### config.mk
export PLATFORM = sky130hd
export DESIGN_NAME = dram_strobe_decoder
export DESIGN_NICKNAME = d
export VERILOG_FILES = /design/src/rtl/dsd_pkg.sv /design/src/rtl/dsd_strobe_edges.sv /design/src/rtl/dsd_refresh_counter.sv /design/src/rtl/dsd_cycle_classifier.sv /design/src/rtl/dram_strobe_decoder.sv
export SDC_FILE = /design/constraint.sdc
export NUM_CORES = 1
export LEC_CHECK = 0
export ABC_AREA = 1
export BUFFER_PORTS_ARGS = -buffer_cell sky130_fd_sc_hd__buf_2
export CAP_MARGIN = 15
export CORE_MARGIN = 5
export CORE_UTILIZATION = 52
export DETAILED_ROUTE_END_ITERATION = 8
export GPL_TIMING_DRIVEN = 0
export PLACE_DENSITY = 0.84
export SLEW_MARGIN = 0
export SYNTH_ARGS = -nofsm -noshare
export SYNTH_HDL_FRONTEND = slang
export SYNTH_HIERARCHICAL = 1
export SYNTH_SLANG_ARGS = --single-unit
### constraint.sdc
create_clock -name clk -period 1.6 [get_ports clk]
set_clock_uncertainty 0.1 [all_clocks]
set_input_delay 0.16 -clock clk [delete_from_list [all_inputs] [get_ports clk]]
set_output_delay 0.16 -clock clk [all_outputs]
set_load 0.02 [all_outputs]
### src/rtl/dsd_pkg.sv
package dsd_pkg;

    localparam int ADDR_W_DEF = 10;

    typedef enum logic [3:0] {
        CK_NONE       = 4'd0,
        CK_ACTIVATE   = 4'd1,
        CK_READ       = 4'd2,
        CK_EARLY_WR   = 4'd3,
        CK_RMW        = 4'd4,
        CK_ROW_REF    = 4'd5,
        CK_CBR_REF    = 4'd6,
        CK_HIDDEN_REF = 4'd7,
        CK_TEST_ENTRY = 4'd8
    } cyc_kind_e;

    typedef struct packed {
        logic ras_fall;
        logic ras_rise;
        logic cas_fall;
        logic we_fall;
    } strobe_edges_t;

    function automatic logic is_refresh(input cyc_kind_e k);
        return (k == CK_ROW_REF) || (k == CK_CBR_REF) || (k == CK_HIDDEN_REF);
    endfunction

endpackage

### src/rtl/dsd_strobe_edges.sv
module dsd_strobe_edges
    import dsd_pkg::*;
(
    input  logic          clk,
    input  logic          rst,
    input  logic          ras_n,
    input  logic          cas_n,
    input  logic          we_n,
    output strobe_edges_t edges
);

    logic ras_q, cas_q, we_q;

    always_ff @(posedge clk) begin
        if (rst) begin
            ras_q <= 1'b1;
            cas_q <= 1'b1;
            we_q  <= 1'b1;
        end else begin
            ras_q <= ras_n;
            cas_q <= cas_n;
            we_q  <= we_n;
        end
    end

    always_comb begin
        edges.ras_fall = ras_q & ~ras_n;
        edges.ras_rise = ~ras_q & ras_n;
        edges.cas_fall = cas_q & ~cas_n;
        edges.we_fall  = we_q & ~we_n;
    end

endmodule

### src/rtl/dsd_refresh_counter.sv
module dsd_refresh_counter #(
    parameter int WIDTH = dsd_pkg::ADDR_W_DEF
) (
    input  logic             clk,
    input  logic             rst,
    input  logic             adv,
    output logic [WIDTH-1:0] count
);

    localparam logic [WIDTH-1:0] STEP = WIDTH'(1);

    always_ff @(posedge clk) begin
        if (rst)      count <= '0;
        else if (adv) count <= count + STEP;
    end

endmodule

### src/rtl/dsd_cycle_classifier.sv
module dsd_cycle_classifier
    import dsd_pkg::*;
#(
    parameter int AW = ADDR_W_DEF
) (
    input  logic          clk,
    input  logic          rst,
    input  strobe_edges_t edges,
    input  logic          cas_n,
    input  logic          we_n,
    input  logic          oe_n,
    input  logic [AW-1:0] addr,
    input  logic [AW-1:0] ctr,
    output logic          adv,
    output logic          row_stb,
    output logic [AW-1:0] row_sel,
    output logic          col_stb,
    output logic [AW-1:0] col_sel,
    output logic          wr_stb,
    output logic          refresh_stb,
    output logic          dq_oe,
    output logic          test_mode,
    output cyc_kind_e     kind,
    output logic          kind_valid
);

    logic      row_open, cas_seen, read_act;
    logic      row_open_n, cas_seen_n, read_act_n, test_n;
    logic      row_load, col_load, wr_n, ref_n;
    cyc_kind_e kind_n;

    always_comb begin
        kind_n     = CK_NONE;
        row_open_n = row_open;
        cas_seen_n = cas_seen;
        read_act_n = read_act;
        test_n     = test_mode;
        row_load   = 1'b0;
        col_load   = 1'b0;
        wr_n       = 1'b0;
        ref_n      = 1'b0;
        adv        = 1'b0;
        if (edges.ras_fall) begin
            if (!cas_n) begin
                row_open_n = 1'b0;
                if (!we_n) begin
                    kind_n = CK_TEST_ENTRY;
                    test_n = 1'b1;
                end else if (read_act) begin
                    kind_n = CK_HIDDEN_REF;
                    ref_n  = 1'b1;
                    adv    = 1'b1;
                end else begin
                    kind_n = CK_CBR_REF;
                    ref_n  = 1'b1;
                    adv    = 1'b1;
                    test_n = 1'b0;
                end
            end else begin
                kind_n     = CK_ACTIVATE;
                row_open_n = 1'b1;
                cas_seen_n = 1'b0;
                row_load   = 1'b1;
            end
        end else if (edges.ras_rise) begin
            if (row_open && !cas_seen) begin
                kind_n = CK_ROW_REF;
                ref_n  = 1'b1;
                test_n = 1'b0;
            end
            row_open_n = 1'b0;
        end else if (row_open && edges.cas_fall) begin
            cas_seen_n = 1'b1;
            col_load   = 1'b1;
            if (!we_n) begin
                kind_n = CK_EARLY_WR;
                wr_n   = 1'b1;
            end else begin
                kind_n     = CK_READ;
                read_act_n = 1'b1;
            end
        end else if (row_open && read_act && edges.we_fall && !cas_n) begin
            kind_n     = CK_RMW;
            wr_n       = 1'b1;
            read_act_n = 1'b0;
        end
        if (cas_n) read_act_n = 1'b0;
    end

    always_ff @(posedge clk) begin
        if (rst) begin
            row_open    <= 1'b0;
            cas_seen    <= 1'b0;
            read_act    <= 1'b0;
            test_mode   <= 1'b0;
            kind        <= CK_NONE;
            kind_valid  <= 1'b0;
            row_stb     <= 1'b0;
            col_stb     <= 1'b0;
            wr_stb      <= 1'b0;
            refresh_stb <= 1'b0;
            dq_oe       <= 1'b0;
            row_sel     <= '0;
            col_sel     <= '0;
        end else begin
            row_open    <= row_open_n;
            cas_seen    <= cas_seen_n;
            read_act    <= read_act_n;
            test_mode   <= test_n;
            kind        <= kind_n;
            kind_valid  <= (kind_n != CK_NONE);
            row_stb     <= row_load;
            col_stb     <= col_load;
            wr_stb      <= wr_n;
            refresh_stb <= ref_n;
            dq_oe       <= read_act_n & ~cas_n & ~oe_n;
            if (row_load)   row_sel <= addr;
            else if (adv)   row_sel <= ctr;
            if (col_load)   col_sel <= addr;
        end
    end


    dq_gate_chk: assert property (@(posedge clk) disable iff (rst)
        dq_oe |-> $past(!cas_n && !oe_n));


    wr_float_chk: assert property (@(posedge clk) disable iff (rst)
        wr_stb |-> !dq_oe);


    refresh_kind_chk: assert property (@(posedge clk) disable iff (rst)
        refresh_stb |-> (kind_valid && is_refresh(kind)));


    test_entry_chk: assert property (@(posedge clk) disable iff (rst)
        $rose(test_mode) |-> (kind == CK_TEST_ENTRY));


    col_needs_cas_chk: assert property (@(posedge clk) disable iff (rst)
        col_stb |-> $past(!cas_n));

endmodule

### src/rtl/dram_strobe_decoder.sv
module dram_strobe_decoder
    import dsd_pkg::*;
#(
    parameter int ADDR_W = ADDR_W_DEF
) (
    input  logic              clk,
    input  logic              rst,
    input  logic              ras_n,
    input  logic              cas_n,
    input  logic              we_n,
    input  logic              oe_n,
    input  logic [ADDR_W-1:0] addr,
    output logic              row_stb,
    output logic [ADDR_W-1:0] row_sel,
    output logic              col_stb,
    output logic [ADDR_W-1:0] col_sel,
    output logic              wr_stb,
    output logic              refresh_stb,
    output logic              dq_oe,
    output logic              test_mode,
    output logic [3:0]        kind,
    output logic              kind_valid
);

    strobe_edges_t     edges;
    logic              adv;
    logic [ADDR_W-1:0] ctr;
    cyc_kind_e         kind_e;

    dsd_strobe_edges u_edges (
        .clk   (clk),
        .rst   (rst),
        .ras_n (ras_n),
        .cas_n (cas_n),
        .we_n  (we_n),
        .edges (edges)
    );

    dsd_refresh_counter #(.WIDTH(ADDR_W)) u_ctr (
        .clk   (clk),
        .rst   (rst),
        .adv   (adv),
        .count (ctr)
    );

    dsd_cycle_classifier #(.AW(ADDR_W)) u_cls (
        .clk         (clk),
        .rst         (rst),
        .edges       (edges),
        .cas_n       (cas_n),
        .we_n        (we_n),
        .oe_n        (oe_n),
        .addr        (addr),
        .ctr         (ctr),
        .adv         (adv),
        .row_stb     (row_stb),
        .row_sel     (row_sel),
        .col_stb     (col_stb),
        .col_sel     (col_sel),
        .wr_stb      (wr_stb),
        .refresh_stb (refresh_stb),
        .dq_oe       (dq_oe),
        .test_mode   (test_mode),
        .kind        (kind_e),
        .kind_valid  (kind_valid)
    );

    assign kind = kind_e;


    row_after_fall_chk: assert property (@(posedge clk) disable iff (rst)
        row_stb |-> !$past(ras_n));

endmodule

* After elaboration in Yosys (flattened, before gate mapping) *
Cells that the tools add are included.

word-level totals
  flip-flop bits (word level) = 47
  input bits = 16
  output and inout port bits = 31
  logic and storage cells = 91

cells by class
  $add $sub $neg = 1
  eq/ne operators = 4
  mux-type cells = 43
  bitwise logic cells = 11
  reduce and logical (&&, ||, !) cells = 15

operator list
  kind                   count
  $mux 1                 34
  $mux 10                2
  $mux 4                 5
  $add 10x1->10 const B  1
  $reduce_bool 2->1      4
  $and 1x1->1            6
  $mux 3                 2
  $logic_and 1x1->1      5
  $not 1->1              5
  $ne 2x2->1 const B     2
  $reduce_and 4->1       1
  $reduce_bool 4->1      1
  $ne 3x3->1 const B     1
  $reduce_and 3->1       1
  $reduce_or 3->1        1
  $logic_not 1->1        2
  $ne 2x1->1 const B     1

* Longest topological paths before layout *
Gate-level depths: netlist (run 1).

  depth in word-level cells = 11
  mapped depth = 10
  depth with buffers taken out = 9

* By module *
Netlist (run 1), hierarchy kept.

modules (own cells, without submodules)
  module                times used  cells an instance  area an instance (µm²)  seq. area each (µm²)
  dsd_cycle_classifier  1           169                1338.8                  680.7
  dsd_refresh_counter   1           64                 447.9                   200.2
  dsd_strobe_edges      1           17                 112.6                   60.1

* Least setup slack after synthesis (run 1) *
OpenSTA, ideal clock, no wires.

  path kind = register -> register
  start = register u_edges.ras_q
  end = register u_ctr.count[5]
  setup time = 115 ps
  arrival = 1240 ps
  path slack = 145 ps
  cell stages (with the launch flop) = 11
  buffers on the path = 1
  clock period less this slack = 1455 ps
  cells stage by stage = dfxtp_1 > inv_1 > nor2_1 > buf_6 > nand3_4 > inv_1 > inv_1 > nor2_1 > nand3_1 > nand2_1 > nor2_1

RTL lines
  element                   RTL line                   RTL
  start: declaration        dsd_strobe_edges.sv:12     logic ras_q, cas_q, we_q;
  start signal: assignment  dsd_strobe_edges.sv:20     ras_q <= ras_n;
  end signal: assignment    dsd_refresh_counter.sv:14  else if (adv) count <= count + STEP;
  end: declaration          dsd_refresh_counter.sv:7   output logic [WIDTH-1:0] count

==> results.md, run 1 <==
- Outcome: complete, no violations
- Final period utilization: 96.4%
- WL/cell: 12.3 µm
- CP Class: reg -> reg
- Drt via density: 5.01
- Vias after detailed routing: 1,804
- CTS Buf Count: 5
- Fill count: 299
- Synthesized area per cell: 7.60 µm²
- Starting Density: 52.7%
- Clock Latency Late Sink: 0.30 ns
- PortBufs: 46
- Rows: 22
- Post-route DRC: 0
- Worst hold start: cas_n
- Type of destination of the critical path: flop
- Internal Pwr Total: 0.00161 W
- CTS tree: built
- Placed wire-length estimate: 3130 µm
- Switching power: 0.000575 W
- Syn Std Cell Area: 1900 µm²
- Ports: 47
- Worst-margin pin slew: 0.465 ns
- Most frequent cells in the layout: nand2_1 (54), buf_2 (48), dfxtp_1 (47), a21oi_1 (32), nor2_1 (29)
- First-pass GRT wire length: 7150 µm
- Die X-Extent: 70.4 µm
- Synth-to-layout area growth: 23.7%
- # clock sinks: 47
- Period minus WS final: 1.54 ns
- DIE AREA: 4960 µm²
- HP Class: in -> reg
- Setup_tns: 0 ns
- Switching share of total power: 26.3%
- Reg2Reg Depth: 10
- Clk pwr share: 31.6%
- Critical R2R Launch: u_edges/ras_q
- Initial DRC count: 177
- Synth Warn #: 6
- Initial antenna violation count: 0
- Slew Viols, Final: 0
- Die Ht: 70.4 µm
- Finished Cell Area: 2350 µm²
- Grt ovf: 0
- Comb pwr share: 12.3%
- Pre-antenna DRT Iters: 4
- Placement Cell Area: 2190 µm²
- CP Data Required Time: 1.70 ns
- CTS Buffer Depth: 2
- Reg-to-reg endpoint: u_ctr/count[6]
- Share of cells above drive strength 1: 24.7%
- R2R Setup Slk: 0.06 ns
- Maximum operating frequency: 0.648 GHz
- Cells after Synth: 250
- Reg area: 941 µm²
- Number of global-route vias before repair: 1,594
- Crit path launch type: flop
- Largest net degree at the start of global routing: 15
- Sequential Power Share: 56.2%
- Most common cell after layout, fill and taps aside: nand2_1
- PD cells: 931 nW/µm²
- CTS H-tree lvls: 2
- CORE AREA: 3610 µm²
- Hold Crit Endpoint: u_edges/cas_q
- Register area share after synthesis: 49.5%
- CTS root buf: clkbuf_8
- Max VDD drop: 0.435 mV
- Final setup fails: 0
- Max-cap violations: 0
- Worst hold stages: 3
- Final Net Count: 328
- Footprint of the multi-input gates: 798 µm²
- Routability Congestion: 0.838
- CP max FO: 7
- Net Count, Synth: 267
- GRT Resource Usage Total: 17.7%
- Slew headroom: 69.0%
- Total wire length: 4420 µm
- CTS clk-pin slew, worst paths: 0.08 ns
- N_diodes: 0
- Post-synthesis register bit count: 47
- Final hold violations: 0
- Worst path arrival time: 1.64 ns
- Final ANT Viol Nets: 0
- Netlist cell types: 24
- Leakage: 1.12 nW
==> final cells by class <==
| type | instances | share of cell area [%] |
|---|---|---|
| multi-input combinational | 166 | 34.0 |
| clock buffer | 6 | 3.09 |
| clock inverter | 2 | 0.532 |
| tap | 48 | 2.56 |
| inverter | 27 | 4.42 |
| timing repair buffer | 54 | 12.6 |
| sequential | 47 | 40.0 |
| buffer | 10 | 2.82 |
==> per-layer routing <==
metal	GRT usage (%)	share of wire, %	vias to the layer above
li1	-	-	929
met3	5.18	7.2	7
met5	0	0	-
met1	23.3	45	809
met2	27.7	47	59
met4	6.17	1.2	0
==> power by group through the flow <==
stage | Clock [W] | Combinational (W) | Sequential [W]
2_1_floorplan | 0 | 0.000119 | 0.00129
3_3_place_gp | 0 | 0.000245 | 0.00125
3_5_place_dp | 0 | 0.000248 | 0.00126
4_1_cts | 0.000701 | 0.000253 | 0.00123
5_1_grt | 0.000759 | 0.000294 | 0.00123
6_report | 0.000691 | 0.000269 | 0.00123
==> state kept, by name, summed over array words and instances, names as in the netlist <==
signal and cells:
u_cls/cas_seen 1, u_cls/col_sel 10, u_cls/col_stb 1, u_cls/dq_oe 1
u_cls/kind 4, u_cls/kind_valid 1, u_cls/read_act 1, u_cls/refresh_stb 1
u_cls/row_open 1, u_cls/row_sel 10, u_cls/row_stb 1, u_cls/test_mode 1
u_cls/wr_stb 1, u_ctr/count 10, u_edges/cas_q 1, u_edges/ras_q 1
u_edges/we_q 1
==> worst max-delay path by stage <==
stage	startpoint	to	slack [ns]	depth (start not counted)
floorplan	u_edges/ras_q	u_ctr/count[5]	0.14	10
global placement	u_edges/ras_q	u_ctr/count[5]	-0.006	10
detailed placement	u_edges/ras_q	u_ctr/count[5]	-0.06	10
CTS	u_edges/ras_q	u_ctr/count[5]	0.05	10
global route	u_edges/ras_q	u_cls/col_sel[6]	-0.01	9
finish	u_edges/ras_q	u_ctr/count[6]	0.06	10
==> cell usage after synthesis <==
cell	instances	area (µm²)
a21oi_1	32	160
a31oi_1	1	6.26
buf_1	1	3.75
buf_2	2	10.0
buf_4	3	22.5
buf_6	2	22.5
clkbuf_1	2	7.51
dfxtp_1	47	941
ha_1	1	12.5
inv_1	26	97.6
inv_2	1	3.75
nand2_1	54	203
nand2_2	2	12.5
nand3_1	13	65.1
nand3_4	1	17.5
nand4_1	1	6.26
nor2_1	32	120
nor2_4	2	22.5
nor3_1	1	5.00
nor3_4	1	16.3
o21ai_0	13	65.1
o22ai_1	10	62.6
o31ai_1	1	7.51
xnor2_1	1	8.76
==> stage by stage <==
step	power (W)	hold WS [ns]	utilization (%)	std cells	setup slack (ns)
after floorplan	0.00141	0.132	-	250	0.145
after global placement	0.00150	0.215	60.7	344	-0.00643
after detailed placement	0.00150	0.220	60.7	344	-0.0555
after CTS	0.00218	0.00482	63.7	354	0.0507
after global routing	0.00229	0.0291	65.2	360	-0.0149
final	0.00219	0.0114	65.2	360	0.0570
==> worst max-delay path, stage by stage (launching register included) <==
cell and delay, ns:
dfxtp_1 0.35, inv_1 0.05, nor2_1 0.11, buf_6 0.15, nand3_4 0.13, inv_4 0.10, nand2_2 0.08, nor2_4 0.16
nand3_1 0.11, nand2_1 0.07, nor2_1 0.04
==> cell families after synthesis <==
family,count (synthesis),share of synthesized area [%]
buffers and inverters,37,8.83
and+or+nand+nor,107,24.6
AOI/OAI and AO/OA,57,15.9
DFF,47,49.5
adders and majority gates,1,0.659
xor gates and xnor gates,1,0.461
==> repair_timing <==
action	4_1_cts	5_1_grt
hold buffers	2	0
endpoints found under the hold margin	2	0
gates cloned	0	0
buffers inserted	0	6
pin swaps	0	1
endpoints found under the setup margin	7	17
resized for setup	2	3
Note: power is estimated with default switching activity, not from simulation.
==> inputs of run 2 (changes only) <==
PLACE_DENSITY = not set   (was 0.84)
PLACE_DENSITY_LB_ADDON = 0.25   (was not set)
==> results.md, run 2 (same netlist as run 1, synthesis figures left out) <==
- Outcome: complete, no violations
- Sequential Power Share: 56.5% (+0.3 points)
- Pre-antenna DRT Iters: 4 (unchanged)
- Most common cell after layout, fill and taps aside: nand2_1
- CTS H-tree lvls: 2 (unchanged)
- Switching power: 0.000561 W (-2.4%)
- Vias after detailed routing: 1,756 (-2.7%)
- Rows: 22 (unchanged)
- CTS tree: built
- Largest net degree at the start of global routing: 15 (unchanged)
- Slew headroom: 69.0% (about the same)
- HP Class: in -> reg
- CTS Buffer Depth: 2 (unchanged)
- Routability Congestion: 0.805 (-3.9%)
- CTS root buf: clkbuf_8
- Placed wire-length estimate: 3100 µm (-1.1%)
- Total wire length: 4220 µm (-4.6%)
- Slew Viols, Final: 0 (unchanged)
- Clock Latency Late Sink: 0.29 ns (about the same)
- Synth-to-layout area growth: 24.0%
- Clk pwr share: 31.2% (-0.4 points)
- Leakage: 1.11 nW (-0.53%)
- N_diodes: 0 (unchanged)
- Hold WS: 0.0229 ns (+0.0115 ns)
- Max VDD drop: 0.462 mV (+6.2%)
- CP Class: reg -> reg
- Worst-margin pin slew: 0.465 ns (-0.000420 ns)
- Drt via density: 4.91 (-2.1%)
- Die Ht: 70.4 µm (unchanged)
- GRT Resource Usage Total: 18.0% (+0.23 points)
- Final setup fails: 0 (unchanged)
- Ports: 47 (unchanged)
- CTS Buf Count: 5 (unchanged)
- Final period utilization: 92.2% (-4.3 points)
- PD cells: 923 nW/µm² (-0.89%)
- Worst path arrival time: 1.54 ns (-0.10 ns)
- Grt ovf: 0 (unchanged)
- Period minus WS final: 1.47 ns (-0.0682 ns)
- # clock sinks: 47 (unchanged)
- Crit path launch type: flop
- Worst Setup SP: u_edges/ras_q
- Post-route DRC: 0 (unchanged)
- Final ANT Viol Nets: 0 (unchanged)
- Number of global-route vias before repair: 1,549 (-2.8%)
- Type of destination of the critical path: flop
- Critical R2R Launch: u_edges/ras_q
- Initial DRC count: 138 (-22%)
- Maximum operating frequency: 0.678 GHz (+4.6%)
- Switching share of total power: 25.8% (-0.48 points)
- Top flop regs: u_cls/col_sel: 10 flops, u_cls/row_sel: 10 flops, u_ctr/count: 10 flops
- CORE AREA: 3610 µm² (unchanged)
- Share of cells above drive strength 1: 24.8% (+0.16 points)
- CTS clk-pin slew, worst paths: 0.09 ns (about the same)
- First-pass GRT wire length: 7090 µm (-0.87%)
- Most frequent cells in the layout: nand2_1 (54), buf_2 (48), dfxtp_1 (46), a21oi_1 (32), nor2_1 (28)
- Worst hold start: addr[2]
- PortBufs: 46 (unchanged)
- Initial antenna violation count: 0 (unchanged)
- Final Net Count: 326 (-0.61%)
- Comb pwr share: 12.3% (about the same)
- DIE AREA: 4960 µm² (unchanged)
- Starting Density: 52.7% (unchanged)
- Max-cap violations: 0 (unchanged)
- Setup_tns: 0 ns (unchanged)
- WL/cell: 11.8 µm (-4.1%)
- Final hold violations: 0 (unchanged)
- CP max FO: 10 (+3)
- Die X-Extent: 70.4 µm (unchanged)
- Internal Pwr Total: 0.00161 W (about the same)
- CP Data Required Time: 1.67 ns (-0.03 ns)
[run 2: cell count changes in the layout (fill, tap and decap cells not counted), sizes merged]
cell,previous run,this run
buf,60,58
[run 2: critical path: stages (launching register included)]
cell and delay (ns):
dfxtp_2 0.33, inv_1 0.05, nor2_1 0.04, buf_6 0.13
buf_12 0.12, nor2_4 0.11, nand3_1 0.14, buf_4 0.21
nand2_1 0.07, a21oi_1 0.06
[run 2: final timing paths]
check	to	slack, ns	cells after the start
max	u_cls/col_sel[3]	0.13	9
min	u_cls/col_sel[2]	0.02	3
max reg2reg	u_cls/col_sel[3]	0.13	9
min reg2reg	u_cls/col_sel[9]	0.36	2
[run 2: power by group through the flow]
| stage | clock network, W | registers [W] | logic, W |
|---|---|---|---|
| 2_1_floorplan | 0 | 0.00129 | 0.000119 |
| 3_3_place_gp | 0 | 0.00125 | 0.000245 |
| 3_5_place_dp | 0 | 0.00126 | 0.000247 |
| 4_1_cts | 0.000704 | 0.00123 | 0.000252 |
| 5_1_grt | 0.000764 | 0.00123 | 0.000294 |
| 6_report | 0.000679 | 0.00123 | 0.000267 |
[run 2: what timing repair did]
item	CTS	global route
endpoints found under the setup margin	6	15
pin swaps	0	1
setup buffers	0	4
hold buffers	2	0
endpoints found under the hold margin	2	0
gates resized for setup	1	7
[run 2: area by class of cell]
cell class,count,area [µm²]
repair buffers,52,293
inverters,27,104
well taps,48,60.1
plain buffers,10,66.3
flip-flops and latches,47,942
clock inverters,2,12.5
clock buffers,6,72.6
multi-input cells,166,806
fillers,324,1250
[run 2: metal layers]
layer	GRT usage, %	wire, µm
met1	24.4	2040
met2	26.7	1900
met3	5.90	233
met4	5.96	42
met5	0	0
[run 2: through the flow]
step / util, % / setup WS [ns] / cells / cell area, µm² / total power (W)
floorplan: - / 0.145 / 250 / 1900 / 0.00141
global placement: 60.7 / -0.0324 / 344 / 2190 / 0.00150
detailed placement: 60.7 / -0.0596 / 344 / 2190 / 0.00150
CTS: 63.6 / 0.000952 / 354 / 2290 / 0.00218
global route: 65.3 / -0.00782 / 358 / 2360 / 0.00229
finish: 65.3 / 0.125 / 358 / 2360 / 0.00217
